--- src/rtl/ovl_pkg.sv ---
package ovl_pkg;
  localparam int GLYPH_W = 16;
  localparam int LPC_W   = 4;
  localparam int ROW_W   = 5;
  localparam int VST_W   = 8;
  localparam int LINE_W  = 10;
  localparam int HC_W    = 6;

  typedef enum logic [1:0] {
    SZ_TINY  = 2'd0,
    SZ_SMALL = 2'd1,
    SZ_LARGE = 2'd2,
    SZ_HUGE  = 2'd3
  } size_e;

  typedef struct packed {
    size_e              size;
    logic               white;
    logic               box;
    logic [LPC_W-1:0]   lpc_m1;
    logic [ROW_W-1:0]   rows_m1;
    logic [VST_W-1:0]   vstart;
  } ovl_cfg_t;

  function automatic logic [1:0] scale_m1(input size_e s);
    case (s)
      SZ_TINY:  return 2'd0;
      SZ_SMALL: return 2'd1;
      default:  return 2'd3;
    endcase
  endfunction
endpackage

--- src/rtl/ovl_regs.sv ---
module ovl_regs
  import ovl_pkg::*;
#(
  parameter int DEF_LPC    = 9,
  parameter int DEF_ROWS   = 28,
  parameter int DEF_VSTART = 16
) (
  input  logic       clk,
  input  logic       rst_n,
  input  logic       we,
  input  logic [1:0] addr,
  input  logic [7:0] wdata,
  output ovl_cfg_t   cfg
);
  always_ff @(posedge clk) begin
    if (!rst_n) begin
      cfg.size    <= SZ_TINY;
      cfg.white   <= 1'b0;
      cfg.box     <= 1'b0;
      cfg.lpc_m1  <= LPC_W'(DEF_LPC - 1);
      cfg.rows_m1 <= ROW_W'(DEF_ROWS - 1);
      cfg.vstart  <= VST_W'(DEF_VSTART);
    end else if (we) begin
      case (addr)
        2'd0: begin
          cfg.size  <= size_e'(wdata[1:0]);
          cfg.white <= wdata[2];
          cfg.box   <= wdata[3];
        end
        2'd1: cfg.lpc_m1  <= wdata[LPC_W-1:0];
        2'd2: cfg.rows_m1 <= wdata[ROW_W-1:0];
        default: cfg.vstart <= wdata[VST_W-1:0];
      endcase
    end
  end
endmodule

--- src/rtl/ovl_vtiming.sv ---
module ovl_vtiming
  import ovl_pkg::*;
(
  input  logic             clk,
  input  logic             rst_n,
  input  logic             vsync,
  input  logic             hsync,
  input  ovl_cfg_t         cfg,
  output logic             vact,
  output logic [ROW_W-1:0] row,
  output logic [LPC_W-1:0] fline
);
  logic [LINE_W-1:0] line_cnt;
  logic [1:0]        sub;
  logic              done;
  logic [1:0]        sc_m1;

  assign sc_m1 = scale_m1(cfg.size);

  always_ff @(posedge clk) begin
    if (!rst_n) begin
      line_cnt <= '0;
      sub      <= '0;
      fline    <= '0;
      row      <= '0;
      vact     <= 1'b0;
      done     <= 1'b0;
    end else if (vsync) begin
      line_cnt <= '0;
      sub      <= '0;
      fline    <= '0;
      row      <= '0;
      vact     <= (cfg.vstart == '0);
      done     <= 1'b0;
    end else if (hsync) begin
      line_cnt <= line_cnt + 1'b1;
      if (vact) begin
        if (sub == sc_m1) begin
          sub <= '0;
          if (fline == cfg.lpc_m1) begin
            fline <= '0;
            if (row == cfg.rows_m1) begin
              row  <= '0;
              vact <= 1'b0;
              done <= 1'b1;
            end else begin
              row <= row + 1'b1;
            end
          end else begin
            fline <= fline + 1'b1;
          end
        end else begin
          sub <= sub + 1'b1;
        end
      end else if (!done && ((line_cnt + 1'b1) == LINE_W'(cfg.vstart))) begin
        vact <= 1'b1;
      end
    end
  end
endmodule

--- src/rtl/ovl_fetch.sv ---
module ovl_fetch
  import ovl_pkg::*;
#(
  parameter int COLS   = 32,
  parameter int CODE_W = 8,
  parameter int COL_W  = $clog2(COLS),
  parameter int SLOT_W = $clog2(COLS + 1),
  parameter int RAM_AW = ROW_W + COL_W,
  parameter int ROM_AW = CODE_W + LPC_W + 1
) (
  input  logic               clk,
  input  logic               rst_n,
  input  logic               hstart,
  input  logic               vact,
  input  logic [ROW_W-1:0]   row,
  input  logic [LPC_W-1:0]   fline,
  input  size_e              size,
  output logic [RAM_AW-1:0]  ram_addr,
  input  logic [CODE_W-1:0]  ram_data,
  output logic [ROM_AW-1:0]  rom_addr,
  input  logic [7:0]         rom_data,
  output logic               run,
  output logic [HC_W-1:0]    hcnt,
  output logic [SLOT_W-1:0]  slot,
  output logic               start,
  output logic               load,
  output logic               load_valid,
  output logic [GLYPH_W-1:0] nxt_bits,
  output logic               nxt_empty
);
  logic [HC_W-1:0]   cell_last;
  logic [CODE_W-1:0] code_q;
  logic [7:0]        left_q;
  logic [7:0]        right_q;

  assign cell_last  = HC_W'({scale_m1(size), 4'hF});
  assign start      = hstart && vact;
  assign load       = run && (hcnt == cell_last);
  assign load_valid = slot < SLOT_W'(COLS);
  assign ram_addr   = {row, slot[COL_W-1:0]};
  assign rom_addr   = (hcnt == HC_W'(1)) ? {ram_data, fline, 1'b0}
                                         : {code_q, fline, 1'b1};
  assign nxt_bits   = {left_q, right_q};
  assign nxt_empty  = &code_q;

  always_ff @(posedge clk) begin
    if (!rst_n) begin
      run  <= 1'b0;
      hcnt <= '0;
      slot <= '0;
    end else if (start) begin
      run  <= 1'b1;
      hcnt <= '0;
      slot <= '0;
    end else if (run) begin
      if (hcnt == cell_last) begin
        hcnt <= '0;
        if (slot == SLOT_W'(COLS)) run  <= 1'b0;
        else                       slot <= slot + 1'b1;
      end else begin
        hcnt <= hcnt + 1'b1;
      end
    end
  end

  always_ff @(posedge clk) begin
    if (!rst_n) begin
      code_q  <= '1;
      left_q  <= '0;
      right_q <= '0;
    end else if (run) begin
      if (hcnt == HC_W'(1)) code_q  <= ram_data;
      if (hcnt == HC_W'(2)) left_q  <= rom_data;
      if (hcnt == HC_W'(3)) right_q <= rom_data;
    end
  end
endmodule

--- src/rtl/ovl_pixout.sv ---
module ovl_pixout
  import ovl_pkg::*;
(
  input  logic               clk,
  input  logic               rst_n,
  input  logic               start,
  input  logic               load,
  input  logic               load_valid,
  input  logic [GLYPH_W-1:0] nxt_bits,
  input  logic               nxt_empty,
  input  size_e              size,
  input  logic               white,
  input  logic               box,
  input  logic               en,
  output logic               fill,
  output logic               key,
  output logic               vld
);
  logic [GLYPH_W-1:0] shreg;
  logic [1:0]         sc;
  logic               cur_valid;
  logic               cur_empty;
  logic               glyph;
  logic               show;
  logic               key_n;

  assign glyph = shreg[GLYPH_W-1];
  assign show  = en && cur_valid;
  assign key_n = show && !cur_empty && (box || glyph);

  always_ff @(posedge clk) begin
    if (!rst_n) begin
      shreg     <= '0;
      sc        <= '0;
      cur_valid <= 1'b0;
      cur_empty <= 1'b1;
    end else if (start) begin
      cur_valid <= 1'b0;
    end else if (load) begin
      shreg     <= nxt_bits;
      sc        <= '0;
      cur_valid <= load_valid;
      cur_empty <= nxt_empty;
    end else if (sc == scale_m1(size)) begin
      sc    <= '0;
      shreg <= {shreg[GLYPH_W-2:0], 1'b0};
    end else begin
      sc <= sc + 1'b1;
    end
  end

  always_ff @(posedge clk) begin
    if (!rst_n) begin
      fill <= 1'b0;
      key  <= 1'b0;
      vld  <= 1'b0;
    end else begin
      vld  <= show;
      key  <= key_n;
      fill <= key_n && (glyph ? white : !white);
    end
  end
endmodule

--- src/rtl/ovl_char_gen.sv ---
module ovl_char_gen
  import ovl_pkg::*;
#(
  parameter int COLS       = 32,
  parameter int CODE_W     = 8,
  parameter int DEF_LPC    = 9,
  parameter int DEF_ROWS   = 28,
  parameter int DEF_VSTART = 16,
  parameter int COL_W      = $clog2(COLS),
  parameter int RAM_AW     = ROW_W + COL_W,
  parameter int ROM_AW     = CODE_W + LPC_W + 1
) (
  input  logic              clk,
  input  logic              rst_n,
  input  logic              hsync_i,
  input  logic              vsync_i,
  input  logic              hstart_i,
  input  logic              ovl_en_i,
  input  logic              reg_we_i,
  input  logic [1:0]        reg_addr_i,
  input  logic [7:0]        reg_wdata_i,
  output logic [RAM_AW-1:0] ram_addr_o,
  input  logic [CODE_W-1:0] ram_data_i,
  output logic [ROM_AW-1:0] rom_addr_o,
  input  logic [7:0]        rom_data_i,
  output logic              fill_o,
  output logic              key_o,
  output logic              fill_vld_o
);
  localparam int SLOT_W = $clog2(COLS + 1);

  ovl_cfg_t           cfg;
  logic               vact;
  logic [ROW_W-1:0]   row;
  logic [LPC_W-1:0]   fline;
  logic               run;
  logic [HC_W-1:0]    hcnt;
  logic [SLOT_W-1:0]  slot;
  logic               start;
  logic               load;
  logic               load_valid;
  logic [GLYPH_W-1:0] nxt_bits;
  logic               nxt_empty;

  ovl_regs #(
    .DEF_LPC(DEF_LPC), .DEF_ROWS(DEF_ROWS), .DEF_VSTART(DEF_VSTART)
  ) u_regs (
    .clk(clk), .rst_n(rst_n), .we(reg_we_i), .addr(reg_addr_i),
    .wdata(reg_wdata_i), .cfg(cfg)
  );

  ovl_vtiming u_vtim (
    .clk(clk), .rst_n(rst_n), .vsync(vsync_i), .hsync(hsync_i), .cfg(cfg),
    .vact(vact), .row(row), .fline(fline)
  );

  ovl_fetch #(
    .COLS(COLS), .CODE_W(CODE_W), .COL_W(COL_W), .SLOT_W(SLOT_W),
    .RAM_AW(RAM_AW), .ROM_AW(ROM_AW)
  ) u_fetch (
    .clk(clk), .rst_n(rst_n), .hstart(hstart_i), .vact(vact), .row(row),
    .fline(fline), .size(cfg.size), .ram_addr(ram_addr_o),
    .ram_data(ram_data_i), .rom_addr(rom_addr_o), .rom_data(rom_data_i),
    .run(run), .hcnt(hcnt), .slot(slot), .start(start), .load(load),
    .load_valid(load_valid), .nxt_bits(nxt_bits), .nxt_empty(nxt_empty)
  );

  ovl_pixout u_pix (
    .clk(clk), .rst_n(rst_n), .start(start), .load(load),
    .load_valid(load_valid), .nxt_bits(nxt_bits), .nxt_empty(nxt_empty),
    .size(cfg.size), .white(cfg.white), .box(cfg.box), .en(ovl_en_i),
    .fill(fill_o), .key(key_o), .vld(fill_vld_o)
  );
endmodule

--- config.mk ---
export PLATFORM = sky130hd
export DESIGN_NAME = ovl_char_gen
export DESIGN_NICKNAME = d
export VERILOG_FILES = /design/src/rtl/ovl_pkg.sv /design/src/rtl/ovl_regs.sv /design/src/rtl/ovl_vtiming.sv /design/src/rtl/ovl_fetch.sv /design/src/rtl/ovl_pixout.sv /design/src/rtl/ovl_char_gen.sv
export SDC_FILE = /design/constraint.sdc
export NUM_CORES = 1
export LEC_CHECK = 0
export BUFFER_PORTS_ARGS = -buffer_cell sky130_fd_sc_hd__buf_4
export CORE_ASPECT_RATIO = 0.6
export CORE_UTILIZATION = 30
export CTS_BUF_LIST = sky130_fd_sc_hd__clkbuf_4
export DETAILED_ROUTE_END_ITERATION = 12
export PLACE_DENSITY = 0.45
export SLEW_MARGIN = 20
export SYNTH_ARGS = -nofsm -noshare
export SYNTH_HDL_FRONTEND = slang
export SYNTH_SLANG_ARGS = --single-unit
--- constraint.sdc ---
create_clock -name clk -period 4.07 [get_ports clk]
set_input_delay 0.814 -clock clk [delete_from_list [all_inputs] [get_ports clk]]
set_output_delay 0.814 -clock clk [all_outputs]
set_load 0.005 [all_outputs]
==> results of run 1 <==
cells by family after synthesis:
| logic type | count (synthesis) | share of synthesized area [%] |
|---|---|---|
| buf+inv | 45 | 4.00 |
| simple gates | 222 | 21.9 |
| fa+ha+maj | 8 | 1.99 |
| compound gates | 84 | 11.6 |
| xor+xnor | 46 | 8.00 |
| mux | 55 | 11.1 |
| flops | 104 | 41.4 |
metrics by stage:
stage                     hold WS, ns  power, W  std cells  area, um^2  util, %
final                           0.467   0.00184        834        5750     35.2
after global routing            0.483   0.00193        834        5750     35.2
after CTS                       0.471   0.00186        833        5740     35.2
after detailed placement        0.448   0.00133        817        5610     34.4
after global placement          0.441   0.00132        817        5610     34.4
after floorplan                 0.418   0.00125        564        5030        -
report_power, final:
part	switching, W	internal [W]
registers	0.0000283	0.00106
logic	0.000110	0.000107
clock network	0.000396	0.000138
layout by cell type, fill, tap and decap left out, types with 4 or more instances in the layout:
| cell type | instances |
|---|---|
| nand2b_1 | 5 |
| ha_1 | 8 |
| dfxtp_1 | 104 |
| o21ai_0 | 11 |
| clkbuf_4 | 9 |
| nor2b_1 | 26 |
| inv_1 | 9 |
| buf_4 | 61 |
| xnor2_1 | 25 |
| nor4_1 | 9 |
| nand4_1 | 11 |
| and3_1 | 4 |
| a22oi_1 | 15 |
| nor3_1 | 10 |
| mux2_2 | 8 |
| xor2_1 | 21 |
| mux2i_1 | 47 |
| nand3_1 | 25 |
| a21boi_0 | 10 |
| or3_1 | 4 |
| a21oi_1 | 12 |
| nor2_1 | 34 |
| nand2_1 | 76 |
| o21bai_1 | 16 |
layer usage:
| layer | global-route usage (%) | up-vias | wire, um |
|---|---|---|---|
| li1 | - | 2038 | - |
| met1 | 22.9 | 1865 | 7190 |
| met2 | 21.0 | 73 | 4900 |
| met3 | 3.91 | 5 | 536 |
| met4 | 3.26 | 0 | 30 |
| met5 | 0 | - | 0 |
registers in the layout, summed over array words and instances, names as in the netlist:
name,cells
u_pix.vld,1
u_pix.cur_valid,1
u_vtim.vact,1
u_pix.sc,2
u_fetch.left_q,8
u_vtim.fline,4
u_regs.cfg,21
u_vtim.line_cnt,10
u_vtim.done,1
u_fetch.slot,6
u_fetch.code_q,8
u_vtim.sub,2
u_vtim.row,5
u_pix.fill,1
u_pix.key,1
u_fetch.right_q,8
u_fetch.hcnt,6
u_pix.shreg,16
u_fetch.run,1
u_pix.cur_empty,1
worst paths after layout:
| kind | to | slack (ns) |
|---|---|---|
| max | rom_addr_o[7] | 0.67 |
| min | u_pix.shreg[5]$_SDFFE_PN0P_ | 0.47 |
| max reg2reg | u_fetch.hcnt[1]$_SDFFE_PP0P_ | 1.65 |
| min reg2reg | u_pix.shreg[5]$_SDFFE_PN0P_ | 0.47 |
cell type report:
type / count / area, um^2
Fill cell: 1742 / 10600
Clock inverter: 7 / 61.3
Multi-Input combinational cell: 415 / 2760
Antenna cell: 1 / 2.50
Tap cell: 228 / 285
Timing Repair Buffer: 61 / 458
Clock buffer: 9 / 67.6
Sequential cell: 104 / 2080
Inverter: 9 / 33.8
critical path, delay by kind of cell (launching register included):
| family | cells | cell delay, ns |
|---|---|---|
| multiplexers | 1 | 0.39 |
| flip-flops | 1 | 0.40 |
| AND/OR/NAND/NOR | 2 | 1.19 |
| buffers and inverters | 1 | 0.13 |
==> results.ini, run 1 <==
[floorplan]
die_x_um = 169
fp.dieH_um = 102
io_pins = 59
core.rowCount = 36
dieArea_mm2 = 0.0173
core_area_mm2 = 0.0163
initial_utilization_pct = 30.9

[placed_design]
place.gp.congestion = 0.778
dp_slack_ns = 1.24
dp_hpwl_mm = 9.07
port_buffers = 58

[yosys]
ys_seq_elements = 104
synth_edf_count = 0
synth_top_area_share_pct = 41.4
syn_area_mm2 = 0.00503
yosysWarnings = 0
synth_top_area_cell = dfxtp_1
post-synth-top-count-cell = dfxtp_1
postSynthAreaPerCell_um2 = 8.92
synth_fp_nets = 605
synth-main-ff-cell = dfxtp_1
synthArstFlopShare_pct = 0
synthTopCellsByArea = dfxtp_1 (41%), mux2i_1 (9.3%), nand2_1 (5.7%), xnor2_1 (4.3%), xor2_1 (3.7%)
postSynthCellCount = 564
netlist_top_cells_count = dfxtp_1 (104), nand2_1 (76), mux2i_1 (47), nor2_1 (34), nor2b_1 (26)
synth.distinct_cells = 50
yosysSeqAreaShare_pct = 41.4

[sta]
fin_crit_ns = 3.40
fmax_mhz = 294
min_period_over_period_pct = 83.6
relSlewSlack_pct = 43.0
clock_skew_ns = 0.0218
rsz0062_at_grt = false
tightest_slew_ns = 0.850
hold_viol_final = 0
slew_violations = 0
finalWorstSetupSlack_ns = 0.666
finalSetupTns_ns = 0
final-setup-viol-count = 0

[min_path]
hp-start = u_pix.shreg[5]$_SDFFE_PN0P_
hold_path_class = flip-flop to flip-flop
holdPathStages = 2

[critical_path]
required_ns = 3.26
crit_type = flip-flop to output port
reg2reg_depth = 6
cp-end-kind = output port
start_kind = flip-flop
r2r_start = u_regs.cfg[20]$_SDFFE_PN0P_
worstPathArrival_ns = 2.59
crit_chain = nor4_1 > nand2_1 > mux2_2 > buf_4
crit_fanout = 9
worst_path_max_delay_cell = nor4_1
startpoint = u_fetch.hcnt[2]$_SDFFE_PP0P_
crit_path_max_incr_delay_ns = 0.75

[cts]
h-tree-depth = 3
clk_path_buf_depth = 2
root_buffer = clkbuf_4
post_cts_buffers = 0
cts_resized = 0
clk_pin_slew_worst_paths_ns = 0.18
cts_tree = built
cts-buffers-inserted = 9
insertion_delay_ns = 0.49
clock_sinks = 104
hold_buffers = 0

[finish]
nNetsFinal = 641
syn_to_final_growth_pct = 14.2
drive_gt1_share_pct = 15.0

[flow_run]
cap_viol_max_count = 0

[detailed_routing]
drtAntennaViolNets = 0
drt-pass1-iter-count = 4
drc_errors = 0
first_iter_violations = 252
detail_route.wl_per_cell_um = 15.2
wirelength_mm = 12.7
vias = 3981
viasPerCell = 4.77

[pwr]
powerDensity_mw_per_mm2 = 320
ir_drop_mv = 0.133
cellLeakagePower_nw = 2.18

[global_routing]
grt-ovfl-total = 0
grt_max_degree = 72
antenna_found_initial = 1
grt_pass1_wl_mm = 20.3
grt_pass1_vias = 3679
grt.total_usage_pct = 15.1

[status]
outcome = completed

Note: power is estimated with default switching activity, not from simulation.
==> run 2, diff against run 1 <==
Settings changed: ABC_AREA from default to 1.
Clock period 4.07 ns to 3.3 ns, I/O delays scaled along.
==> run 2 against run 1 <==
Clock power up 30%. Cell count up 12%. Die area decreased by 2.8%. Sequential share of layout area up 1.0 points. Synthesized cell count grew 21%. Sequential power is 26% higher. Routed wire length fell by 3.2%. Clock skew rose by 0.0039 ns. Core utilization increased by 0.48 points.
==> results.ini, run 2 <==
[finish]
top_regs = u_regs.cfg: 21 flops, u_pix.shreg: 16 flops, u_vtim.line_cnt: 10 flops
finalNonFillerCells = 934  ; +12%
fillers = 1629  ; -6.5%
drive_gt1_share_pct = 12.0  ; -3.0 points
largest_register_ffs = 21  ; unchanged
utilization_pct = 35.7  ; +0.48 points
syn_to_final_growth_pct = 14.2  ; about the same
ff_latch_area_mm2 = 0.00208  ; unchanged
regMostFlops = u_regs.cfg
layout_common_cells = nand2_1 (156), dfxtp_1 (104), inv_1 (86)
final_common_cell = nand2_1
diodes = 0  ; -1
multiInputGateArea_mm2 = 0.00231  ; -16%
nNetsFinal = 767  ; +20%

[sta]
tightest_slew_ns = 0.846  ; -0.00370 ns
rsz0062_at_grt = false
final-setup-viol-count = 0  ; unchanged
clock_skew_ns = 0.0256  ; +0.00387 ns
finalSetupTns_ns = 0  ; unchanged
fmax_mhz = 362
slew_violations = 0  ; unchanged
min_period_over_period_pct = 83.7
finalWorstSetupSlack_ns = 0.537  ; -0.129 ns
hold_viol_final = 0  ; unchanged
fin_crit_ns = 2.76
relSlewSlack_pct = 43.2  ; +0.15 points

[detailed_routing]
drt-pass1-iter-count = 5  ; +1
drc_errors = 0  ; unchanged
drtAntennaViolNets = 0  ; unchanged
wirelength_mm = 12.2  ; -3.2%
first_iter_violations = 233  ; -7.5%
vias = 4322  ; +8.6%
viasPerCell = 4.63  ; -3.1%
detail_route.wl_per_cell_um = 13.1  ; -14%

[critical_path]
crit_fanout = 11  ; +2
r2r_slack_ns = 0.88  ; -0.77 ns
cp-end-kind = output port
crit_type = flip-flop to output port
required_ns = 2.64  ; -0.62 ns
worstPathArrival_ns = 2.10  ; -0.49 ns
start_kind = flip-flop

[yosys]
post-synth-top-count-cell = nand2_1
synth_top_area_share_pct = 42.6  ; +1.2 points
synth.distinct_cells = 38  ; -24%
postSynthAreaPerCell_um2 = 7.17  ; -20%
ys_seq_elements = 104  ; unchanged
synth_edf_count = 0  ; unchanged
yosysWarnings = 0  ; unchanged
synth_fp_nets = 723  ; +20%
postSynthCellCount = 682  ; +21%
syn_area_mm2 = 0.00489  ; -2.9%
synthTopCellsByArea = dfxtp_1 (43%), nand2_1 (12%), inv_1 (6.6%), a21oi_1 (5.5%), o21ai_0 (5.3%)
yosysSeqAreaShare_pct = 42.6  ; +1.2 points
synth_top_area_cell = dfxtp_1
synthArstFlopShare_pct = 0  ; unchanged
synth-main-ff-cell = dfxtp_1
netlist_top_cells_count = nand2_1 (156), dfxtp_1 (104), inv_1 (86), nor2_1 (63), a21oi_1 (54)

[pwr]
cellLeakagePower_nw = 2.35  ; +7.5%
powerDensity_mw_per_mm2 = 422  ; +32%
combinationalPowerShare_pct = 12.4  ; +0.6 points
power.switching_w = 0.000675  ; +26%
total_power_w = 0.00236  ; +28%
ir_drop_mv = 0.180  ; +35%
clkPwrFrac_pct = 29.5  ; +0.5 points
pwr-share-seq_pct = 58.0  ; -1.2 points
switching_share_pct = 28.6  ; -0.46 points
internal-power_w = 0.00168  ; +29%

[min_path]
hold_path_class = primary input to flip-flop

[global_routing]
grt_max_degree = 55  ; -24%
antenna_found_initial = 0  ; -1
grt.total_usage_pct = 14.9  ; -0.26 points
grt-ovfl-total = 0  ; unchanged
grt_pass1_wl_mm = 19.7  ; -2.6%
grt_pass1_vias = 3887  ; +5.7%

[placed_design]
dp_cells = 918  ; +12%
place.gp.congestion = 0.818  ; +5.0%
dp_slack_ns = 0.909  ; -0.329 ns
dp_hpwl_mm = 9.25  ; +2.0%
port_buffers = 58  ; unchanged

[flow_run]
cap_viol_max_count = 0  ; unchanged

[floorplan]
core.rowCount = 35  ; -2.8%
core_area_mm2 = 0.0156  ; -4.1%
io_pins = 59  ; unchanged
die_x_um = 167  ; -1.4%
dieArea_mm2 = 0.0168  ; -2.8%
initial_utilization_pct = 31.3  ; +0.41 points
fp.dieH_um = 101  ; -1.4%

[cts]
post_cts_buffers = 0  ; unchanged
h-tree-depth = 3  ; unchanged
hold_buffers = 0  ; unchanged
clk_pin_slew_worst_paths_ns = 0.18  ; about the same
insertion_delay_ns = 0.47  ; -0.02 ns
cts_resized = 0  ; unchanged
cts-buffers-inserted = 9  ; unchanged
clk_path_buf_depth = 2  ; unchanged
cts_tree = built
root_buffer = clkbuf_4
clock_sinks = 104  ; unchanged

[status]
outcome = completed

-- run 2: changes by cell type in the layout (fill, tap and decap cells not counted), moves of 11 or more --
cell / change
o21ai_0: +41
nor2b_1: -26
o21bai_1: -15
mux2i_1: -47
inv_1: +77
nand2_1: +80
o21ai_1: +11
a21oi_1: +42
a31oi_1: +14
a22oi_1: -15
nor2_1: +29
xnor2_1: -20
-- run 2: layout make-up --
type	instances	area share, %
multi-input combinational	461	41.4
sequential	104	37.3
timing repair buffer	61	8.20
inverter	89	5.98
tap	203	4.55
clock inverter	7	1.39
clock buffer	9	1.21
-- run 2: kinds of logic after synthesis --
| logic type | count (synthesis) | synth area share [%] |
|---|---|---|
| AND/OR/NAND/NOR | 288 | 25.3 |
| AO/OA/AOI/OAI | 146 | 16.4 |
| buffers and inverters | 117 | 10.1 |
| flip-flops | 104 | 42.6 |
| XOR/XNOR | 19 | 3.56 |
| adder cells (fa/ha/maj) | 8 | 2.05 |
-- run 2: layer usage --
metal	vias up	track usage [%]	part of all wire, %
met3	9	3.42	4.4
met5	-	0	0
met1	1935	21.8	56
met4	0	3.42	0.84
li1	2295	-	-
met2	83	21.8	39
-- run 2: metrics by stage --
step	hold WS, ns	instance area (um^2)
after floorplan	0.424	4890
after global placement	0.439	5440
after global routing	0.390	5590
final	0.422	5590
after detailed placement	0.441	5440
after CTS	0.383	5590
-- run 2: final timing paths --
kind,to,cells past startpoint,startpoint
worst max-delay path,rom_addr_o[7],6,u_fetch.hcnt[4]$_SDFFE_PP0P_
worst min-delay path,u_regs.cfg[12]$_SDFFE_PN1P_,3,reg_wdata_i[4]
worst max register to register,u_pix.shreg[11]$_SDFFE_PN0P_,7,u_fetch.hcnt[0]$_SDFFE_PP0P_
worst min register to register,u_fetch.left_q[6]$_SDFFE_PN0P_,2,u_fetch.left_q[6]$_SDFFE_PN0P_
-- run 2: power groups by stage --
stage	combinational [W]	sequential (W)	clock, W
detailed placement	0.000295	0.00139	0
finish	0.000294	0.00137	0.000696
global placement	0.000287	0.00139	0
CTS	0.000296	0.00137	0.000740
global route	0.000333	0.00138	0.000774
floorplan	0.000223	0.00138	0
-- run 2: critical path, cell delays in order, from the launching register on --
cell,delay (ns)
dfxtp_1,0.39
nor2_1,0.23
nand3_1,0.38
inv_1,0.31
nand2_1,0.14
nand2_1,0.09
buf_4,0.11
